[src/rtl/i2c_tgen_pkg.sv]
package i2c_tgen_pkg;

  typedef enum logic [2:0] {
    PH_IDLE,
    PH_RS_LO,
    PH_ST_SU,
    PH_ST_HD,
    PH_BIT_LO,
    PH_BIT_HI,
    PH_SP_LO,
    PH_SP_SU
  } phase_e;

endpackage

[src/rtl/i2c_tgen_cnt.sv]
module i2c_tgen_cnt #(
  parameter int CW = 16
) (
  input  logic          clk,
  input  logic          rst_n,
  input  logic          load,
  input  logic [CW-1:0] load_val,
  output logic [CW-1:0] cnt,
  output logic          cnt_zero
);

  always_ff @(posedge clk) begin
    if (!rst_n) begin
      cnt <= '0;
    end else if (load) begin
      cnt <= load_val;
    end else if (cnt != '0) begin
      cnt <= cnt - CW'(1);
    end
  end

  assign cnt_zero = (cnt == '0);

endmodule

[src/rtl/i2c_tgen_seq.sv]
module i2c_tgen_seq
  import i2c_tgen_pkg::*;
#(
  parameter int CW = 16
) (
  input  logic          clk,
  input  logic          rst_n,
  input  logic [CW-1:0] cfg_period,
  input  logic [CW-1:0] cfg_low,
  input  logic [CW-1:0] cfg_cond,
  input  logic [CW-1:0] cfg_dsu,
  input  logic          req_start,
  input  logic          req_stop,
  input  logic          req_wbit,
  input  logic          wbit_val,
  input  logic          req_rbit,
  input  logic          sda_in,
  input  logic [CW-1:0] cnt,
  input  logic          cnt_zero,
  output logic          load,
  output logic [CW-1:0] load_val,
  output logic          scl_oe,
  output logic          sda_oe,
  output logic          rbit_val,
  output logic          done,
  output logic          busy,
  output logic          accept
);

  // Low phase is entered one cycle late (the done cycle counts as low)
  function automatic logic [CW-1:0] low_load(input logic [CW-1:0] lo);
    return lo - CW'(2);
  endfunction

  function automatic logic [CW-1:0] high_load(input logic [CW-1:0] per,
                                              input logic [CW-1:0] lo);
    return per - lo - CW'(1);
  endfunction

  function automatic logic [CW-1:0] cond_load(input logic [CW-1:0] cc);
    return cc - CW'(1);
  endfunction

  // Data setup reaching back to the accepting edge: update SDA there
  function automatic logic dsu_early(input logic [CW-1:0] lo,
                                     input logic [CW-1:0] ds);
    return ({1'b0, ds} + (CW+1)'(1)) >= {1'b0, lo};
  endfunction

  phase_e ph_q, ph_n;
  logic   scl_q, scl_n, sda_q, sda_n, rbit_q, rbit_n, done_n;
  logic   wr_q, wv_q, bit_acc, any_req;

  assign any_req = req_start | req_stop | req_wbit | req_rbit;
  assign accept  = (ph_q == PH_IDLE) && any_req;
  assign bit_acc = accept && !req_start && !req_stop;
  assign busy    = (ph_q != PH_IDLE);

  always_comb begin
    ph_n     = ph_q;
    load     = 1'b0;
    load_val = '0;
    scl_n    = scl_q;
    sda_n    = sda_q;
    rbit_n   = rbit_q;
    done_n   = 1'b0;
    unique case (ph_q)
      PH_IDLE: begin
        if (accept) begin
          load = 1'b1;
          if (req_start) begin
            sda_n = 1'b0;
            if (scl_q) begin
              ph_n     = PH_RS_LO;
              load_val = low_load(cfg_low);
            end else begin
              ph_n     = PH_ST_SU;
              load_val = cond_load(cfg_cond);
            end
          end else if (req_stop) begin
            ph_n     = PH_SP_LO;
            load_val = low_load(cfg_low);
            scl_n    = 1'b1;
            sda_n    = 1'b1;
          end else begin
            ph_n     = PH_BIT_LO;
            load_val = low_load(cfg_low);
            scl_n    = 1'b1;
            if (dsu_early(cfg_low, cfg_dsu)) sda_n = req_wbit ? !wbit_val : 1'b0;
          end
        end
      end
      PH_RS_LO: if (cnt_zero) begin
        scl_n = 1'b0; ph_n = PH_ST_SU; load = 1'b1; load_val = cond_load(cfg_cond);
      end
      PH_ST_SU: if (cnt_zero) begin
        sda_n = 1'b1; ph_n = PH_ST_HD; load = 1'b1; load_val = cond_load(cfg_cond);
      end
      PH_ST_HD: if (cnt_zero) begin
        scl_n = 1'b1; done_n = 1'b1; ph_n = PH_IDLE;
      end
      PH_BIT_LO: begin
        if (cnt == cfg_dsu) sda_n = wr_q ? !wv_q : 1'b0;
        if (cnt_zero) begin
          scl_n    = 1'b0;
          rbit_n   = sda_in;
          ph_n     = PH_BIT_HI;
          load     = 1'b1;
          load_val = high_load(cfg_period, cfg_low);
        end
      end
      PH_BIT_HI: if (cnt_zero) begin
        scl_n = 1'b1; done_n = 1'b1; ph_n = PH_IDLE;
      end
      PH_SP_LO: if (cnt_zero) begin
        scl_n = 1'b0; ph_n = PH_SP_SU; load = 1'b1; load_val = cond_load(cfg_cond);
      end
      PH_SP_SU: if (cnt_zero) begin
        sda_n = 1'b0; done_n = 1'b1; ph_n = PH_IDLE;
      end
      default: ph_n = PH_IDLE;
    endcase
  end

  always_ff @(posedge clk) begin
    if (!rst_n) begin
      ph_q   <= PH_IDLE;
      scl_q  <= 1'b0;
      sda_q  <= 1'b0;
      rbit_q <= 1'b0;
      done   <= 1'b0;
      wr_q   <= 1'b0;
      wv_q   <= 1'b0;
    end else begin
      ph_q   <= ph_n;
      scl_q  <= scl_n;
      sda_q  <= sda_n;
      rbit_q <= rbit_n;
      done   <= done_n;
      if (bit_acc) begin
        wr_q <= req_wbit;
        wv_q <= wbit_val;
      end
    end
  end

  assign scl_oe   = scl_q;
  assign sda_oe   = sda_q;
  assign rbit_val = rbit_q;

endmodule

[src/rtl/i2c_tgen.sv]
module i2c_tgen #(
  parameter int CW = 16
) (
  input  logic          clk,
  input  logic          rst_n,
  input  logic [CW-1:0] cfg_period,
  input  logic [CW-1:0] cfg_low,
  input  logic [CW-1:0] cfg_cond,
  input  logic [CW-1:0] cfg_dsu,
  input  logic          req_start,
  input  logic          req_stop,
  input  logic          req_wbit,
  input  logic          wbit_val,
  input  logic          req_rbit,
  input  logic          sda_in,
  output logic          scl_oe,
  output logic          sda_oe,
  output logic          rbit_val,
  output logic          done
);

  logic          load;
  logic [CW-1:0] load_val;
  logic [CW-1:0] cnt;
  logic          cnt_zero;
  logic          busy;
  logic          accept;

  i2c_tgen_cnt #(.CW(CW)) u_cnt (
    .clk      (clk),
    .rst_n    (rst_n),
    .load     (load),
    .load_val (load_val),
    .cnt      (cnt),
    .cnt_zero (cnt_zero)
  );

  i2c_tgen_seq #(.CW(CW)) u_seq (
    .clk        (clk),
    .rst_n      (rst_n),
    .cfg_period (cfg_period),
    .cfg_low    (cfg_low),
    .cfg_cond   (cfg_cond),
    .cfg_dsu    (cfg_dsu),
    .req_start  (req_start),
    .req_stop   (req_stop),
    .req_wbit   (req_wbit),
    .wbit_val   (wbit_val),
    .req_rbit   (req_rbit),
    .sda_in     (sda_in),
    .cnt        (cnt),
    .cnt_zero   (cnt_zero),
    .load       (load),
    .load_val   (load_val),
    .scl_oe     (scl_oe),
    .sda_oe     (sda_oe),
    .rbit_val   (rbit_val),
    .done       (done),
    .busy       (busy),
    .accept     (accept)
  );

endmodule

[config.mk]
export PLATFORM = sky130hd
export DESIGN_NAME = i2c_tgen
export DESIGN_NICKNAME = d
export VERILOG_FILES = /design/src/rtl/i2c_tgen_pkg.sv /design/src/rtl/i2c_tgen_cnt.sv /design/src/rtl/i2c_tgen_seq.sv /design/src/rtl/i2c_tgen.sv
export SDC_FILE = /design/constraint.sdc
export NUM_CORES = 1
export LEC_CHECK = 0
export BUFFER_PORTS_ARGS = -buffer_cell sky130_fd_sc_hd__buf_2
export CORE_ASPECT_RATIO = 0.9
export CORE_MARGIN = 1.5
export CORE_UTILIZATION = 48
export CTS_BUF_LIST = sky130_fd_sc_hd__clkbuf_4
export CTS_CLUSTER_SIZE = 12
export DETAILED_ROUTE_END_ITERATION = 6
export HOLD_SLACK_MARGIN = 0.05
export PLACE_DENSITY = 0.7
export SYNTH_ARGS = -nofsm -noshare
export SYNTH_HDL_FRONTEND = slang
export SYNTH_SLANG_ARGS = --single-unit
[constraint.sdc]
create_clock -name clk -period 2.98 [get_ports clk]
set_clock_uncertainty 0.05 [all_clocks]
set_input_delay 0.298 -clock clk [delete_from_list [all_inputs] [get_ports clk]]
set_output_delay 0.298 -clock clk [all_outputs]
set_load 0.005 [all_outputs]
# Word level (Yosys, flattened, before mapping)
# Index checks and enable logic that the tools add are counted.
# W data, S select, Z words.
[op_classes]
add_sub_neg = 6
order_cmp = 1
n_eq_ne = 20
mux = 34
n_bitwise = 3
n_reduce_logical = 23
[ops]
columns = ["operator", "n"]
rows = [
  ["$mux W16", 7],
  ["$pmux W16 S3", 1],
  ["$sub A16 B1 Y16 const B", 3],
  ["$mux W3", 7],
  ["$pmux W3 S6", 1],
  ["$add A16 B1 Y17 const B", 1],
  ["$ge A17 B16 Y1", 1],
  ["$eq A16 B16 Y1", 1],
  ["$logic_not A16 Y1", 1],
  ["$reduce_bool A16 Y1", 1],
  ["$sub A16 B16 Y16", 1],
  ["$sub A16 B2 Y16 const B", 1],
  ["$mux W1", 13],
  ["$eq A3 B3 Y1 const B", 4],
  ["$ne A2 B2 Y1 const B", 6],
  ["$reduce_and A6 Y1", 2],
  ["$ne A2 B1 Y1 const B", 5],
  ["$reduce_or A3 Y1", 3],
  ["$eq A3 B2 Y1 const B", 2],
  ["$reduce_and A5 Y1", 1],
  ["$logic_not A1 Y1", 4],
  ["$mux W2", 2],
  ["$ne A4 B4 Y1 const B", 1],
  ["$pmux W1 S4", 1],
  ["12 further kinds", 17],
]
[totals]
regBits = 25
input_bits = 72
output_inout_bits = 4
wordCells = 95

# Longest topological paths before layout
[depth]
ltp_word = 7
mapped_depth = 14
depth_no_buf = 14

# Cells and area by module
# From an unflattened synthesis, not the netlist that was laid out.
[hier_totals]
hier_cells = 520
area_unflattened_um2 = 3806.2
[by_module_without_submodules]
columns = ["module", "n_inst", "cells_per_inst", "area_each_um2", "seq_area_each_um2"]
rows = [
  ["i2c_tgen_seq", 1, 404, 2866.5, 180.2],
  ["i2c_tgen_cnt", 1, 116, 939.7, 320.3],
]

# Least setup slack after synthesis
# No wires, ideal clock.
[synth_timing]
path_kind = "register -> register"
start = "register u_cnt.cnt[6]"
end = "register u_cnt.cnt[9]"
setup_ns = 0.062
t_arrival_ns = 2.481
required_time_ns = 2.868
slack_ns = 0.387
stages_incl_launch_ff = 8
n_path_buf = 1
synth_period_minus_slack_ns = 2.593
path_cell_list = "dfxtp_1 or3_4 or3_1 or4_4 or2_0 buf_2 or4_1 nand3_1"
[synth_between]
elab_chain_cells = 4
elab_cells_between_ends = 11
cone_classes = "1 x add/sub; 7 x mux; 3 x reduce/logical"
[synth_lines]
columns = ["item", "line_no", "text"]
rows = [
  ["from (decl)", "i2c_tgen_cnt.sv:8", "output logic [CW-1:0] cnt,"],
  ["from (signal assigned)", "i2c_tgen_cnt.sv:16", "cnt <= load_val;"],
  ["from (signal assigned)", "i2c_tgen_cnt.sv:18", "cnt <= cnt - CW'(1);"],
  ["parallel branches: the longest is 4 deep, another holds $sub A16 B1 Y16", "n/a", ""],
]
# Several ways; the timed one is not identified. The select of a mux whose other input is x is not followed.
# A chain may end at the register's enable or synchronous reset.

# Worst setup path after layout
[layout_timing]
start = "register u_cnt.cnt[6]"
end = "register u_cnt.cnt[14]"
# Same word-level chain as after synthesis.

==> impl_metrics.py <==
metrics = {
    "status": {
        "status": "completed",
    },
    "global_routing": {
        "met1_usage_pct": 40.0,
        "gr-usage-met3_pct": 3.99,
        "grt_pass1_vias": 3560,
        "grt_max_degree": 17,
        "gr-usage-all-layers_pct": 28.4,
        "grt-busiest-layer": "met2",
        "grt_overflow": 0,
        "grt_pass1_wl_mm": 17.6,
        "grt_antenna_before_repair": 0,
        "globalRouteMet2Util_pct": 45.7,
    },
    "pwr": {
        "ir_worst_vdd_mv": 0.567,
        "powerDensity_nw_per_um2": 660,
        "p_leak_nw": 1.79,
        "p_total_w": 0.00270,
    },
    "synth": {
        "synth.area.mux_share_pct": 1.70,
        "async_reset_ff_share_pct": 0,
        "synth-xor-area-share_pct": 18.5,
        "ys_ff_latch": 25,
        "yosysMostFrequentCell": "xnor2_1",
        "synthFlopType": "dfxtp_1",
        "synth_compound_gate_area_share_pct": 21.6,
        "synth_largest_area_cell": "dfxtp_1",
        "synth_top_area_share_pct": 14.1,
        "seq_area_frac_synth_pct": 14.1,
        "synth_area_leaders": "dfxtp_1 (14%), xnor2_1 (13%), ha_1 (12%)",
        "synth_top_family_by_area": "simple AND/OR/NAND/NOR gates",
        "synth-adder-area-share_pct": 12.9,
        "synth_area_sq_um": 3540,
        "postSynthCellCount": 487,
        "avgSynthCellArea_sq_um": 7.27,
        "synthSimpleGateAreaFrac_pct": 26.7,
        "synthTopCellsByCount": "xnor2_1 (52), nor2_1 (45), nand2_1 (37)",
        "synth_cell_types": 51,
        "synth_edf_count": 0,
        "syn-num-nets": 595,
        "yosys_warnings": 0,
    },
    "finish": {
        "final_cell_area_sq_um": 4090,
        "fillers": 700,
        "drive_gt1_share_pct": 17.6,
        "antennaDiodeCount": 0,
        "nNetsFinal": 672,
        "seqCellArea_sq_um": 500,
        "stdcell_count": 656,
        "area_growth_pct": 15.4,
        "multi_input_area_sq_um": 2890,
    },
    "critical_path": {
        "crit_path_start_kind": "flip-flop",
        "worstSetupEndpointType": "flip-flop",
        "crit_fanout": 6,
        "arrival_ns": 3.10,
        "cp_data_required_time_ns": 3.24,
        "worstSetupPathType": "flip-flop to flip-flop",
    },
    "clock_network": {
        "insertion_delay_ns": 0.34,
        "cts_root_buf": "clkbuf_4",
        "ctsResizeCount": 0,
        "postCtsHoldBufs": 0,
        "clock_sinks": 25,
        "cts_tree": "done",
        "path_clk_slew_ns": 0.16,
        "htree_levels": 1,
        "cts-buffers-inserted": 3,
        "postCtsSetupBuffers": 0,
        "clock_path_buffers": 2,
    },
    "timing": {
        "report.final.hold_viol_count": 0,
        "fin_tns_setup_ns": 0,
        "worst_pin_slew_ns": 0.832,
        "report.final.slew_viol_count": 0,
        "fin_hold_ws_ns": 0.132,
        "min_period_ns": 2.84,
        "setup_violations": 0,
        "maxSlewHeadroom_pct": 44.3,
        "rsz0062_at_grt": "no",
        "fin_crit_sh_pct": 95.5,
        "fmax_mhz": 352,
    },
    "die": {
        "core-area_sq_um": 7110,
        "dieArea_sq_um": 7900,
        "start_util_pct": 49.8,
        "die_w_um": 93.6,
        "rows": 29,
        "io_pins": 76,
        "die_h_um": 84.5,
    },
    "routing": {
        "wirelength_mm": 11.4,
        "first_pass_iters": 5,
        "vias": 3959,
        "antenna_left": 0,
        "drt-initial-drc-count": 297,
        "post_drt_wl_per_cell_um": 17.4,
        "drc": 0,
        "routed_via_density": 6.04,
    },
    "placed_design": {
        "post_dp_cell_area_sq_um": 4060,
        "dp.cells": 652,
        "numPortBuffers": 75,
        "globalplace.congestion": 0.954,
        "dp_hpwl_mm": 9.46,
    },
    "min_path": {
        "hp-class": "input port to flip-flop",
    },
    "flow_run": {
        "maxCapViolCount": 0,
    },
}
## per-stage QoR
step	setup slack [ns]	util (%)
after floorplan	0.387	-
after global placement	0.232	57.0
after detailed placement	0.152	57.0
after CTS	0.153	57.4
after global routing	0.0186	57.5
final	0.135	57.5
## sequential cells by signal, summed over array words and instances, names as in the netlist
| signal | flops |
|---|---|
| u_cnt.cnt | 16 |
| u_seq.done | 1 |
| u_seq.ph_q | 3 |
| u_seq.rbit_val | 1 |
| u_seq.scl_oe | 1 |
| u_seq.sda_oe | 1 |
| u_seq.wr_q | 1 |
| u_seq.wv_q | 1 |
## cell families after synthesis
| kind of cell | after synthesis |
|---|---|
| buffers and inverters | 40 |
| AO/OA/AOI/OAI | 119 |
| flip-flops | 25 |
| adder cells (fa/ha/maj) | 36 |
| multiplexers | 6 |
| AND/OR/NAND/NOR | 186 |
| XOR/XNOR | 75 |
## per-layer routing
metal,up-vias,wire length [um]
li1,1943,-
met4,0,210
met3,18,818
met2,173,5080
met5,-,0
met1,1825,5330
## power by group
part,total (W),switching [W],internal (W)
clock,0.000180,0.000119,0.0000617
combinational,0.00184,0.00103,0.000810
sequential,0.000675,0.000210,0.000465
## worst max-delay path: stages (launching register included)
cell     delay (ns)
dfxtp_1        0.39
or3_4          0.43
or3_1          0.34
or4_4          0.56
or2_0          0.41
or3_1          0.37
o22ai_1        0.16
a41o_1         0.11
## final timing paths
check,from,to,cells after the start,slack [ns]
worst max-delay path,u_cnt.cnt[6],u_cnt.cnt[14],7,0.14
worst min-delay path,sda_in,u_seq.rbit_val,3,0.13
worst max register to register,u_cnt.cnt[6],u_cnt.cnt[14],7,0.14
worst min register to register,u_seq.rbit_val,u_seq.rbit_val,2,0.43
## placed cells by master, fill, tap and decap left out, types with 10 or more instances in the layout
cell type	instances
a21o_1	11
a21oi_1	31
buf_2	75
buf_4	10
dfxtp_1	25
ha_1	35
inv_1	27
nand2_1	37
nand3_1	23
nand4_1	10
nor2_1	45
nor3_1	14
nor4_1	11
o21ai_0	26
xnor2_1	52
xor2_1	23
## final cells by class
type	count	share of cell area [%]
Multi-Input combinational cell	422	70.7
Sequential cell	25	12.2
Timing Repair Buffer	85	11.0
Tap cell	93	2.85
Inverter	27	2.48
Clock buffer	4	0.735
Power figures use the tool's default switching activity.
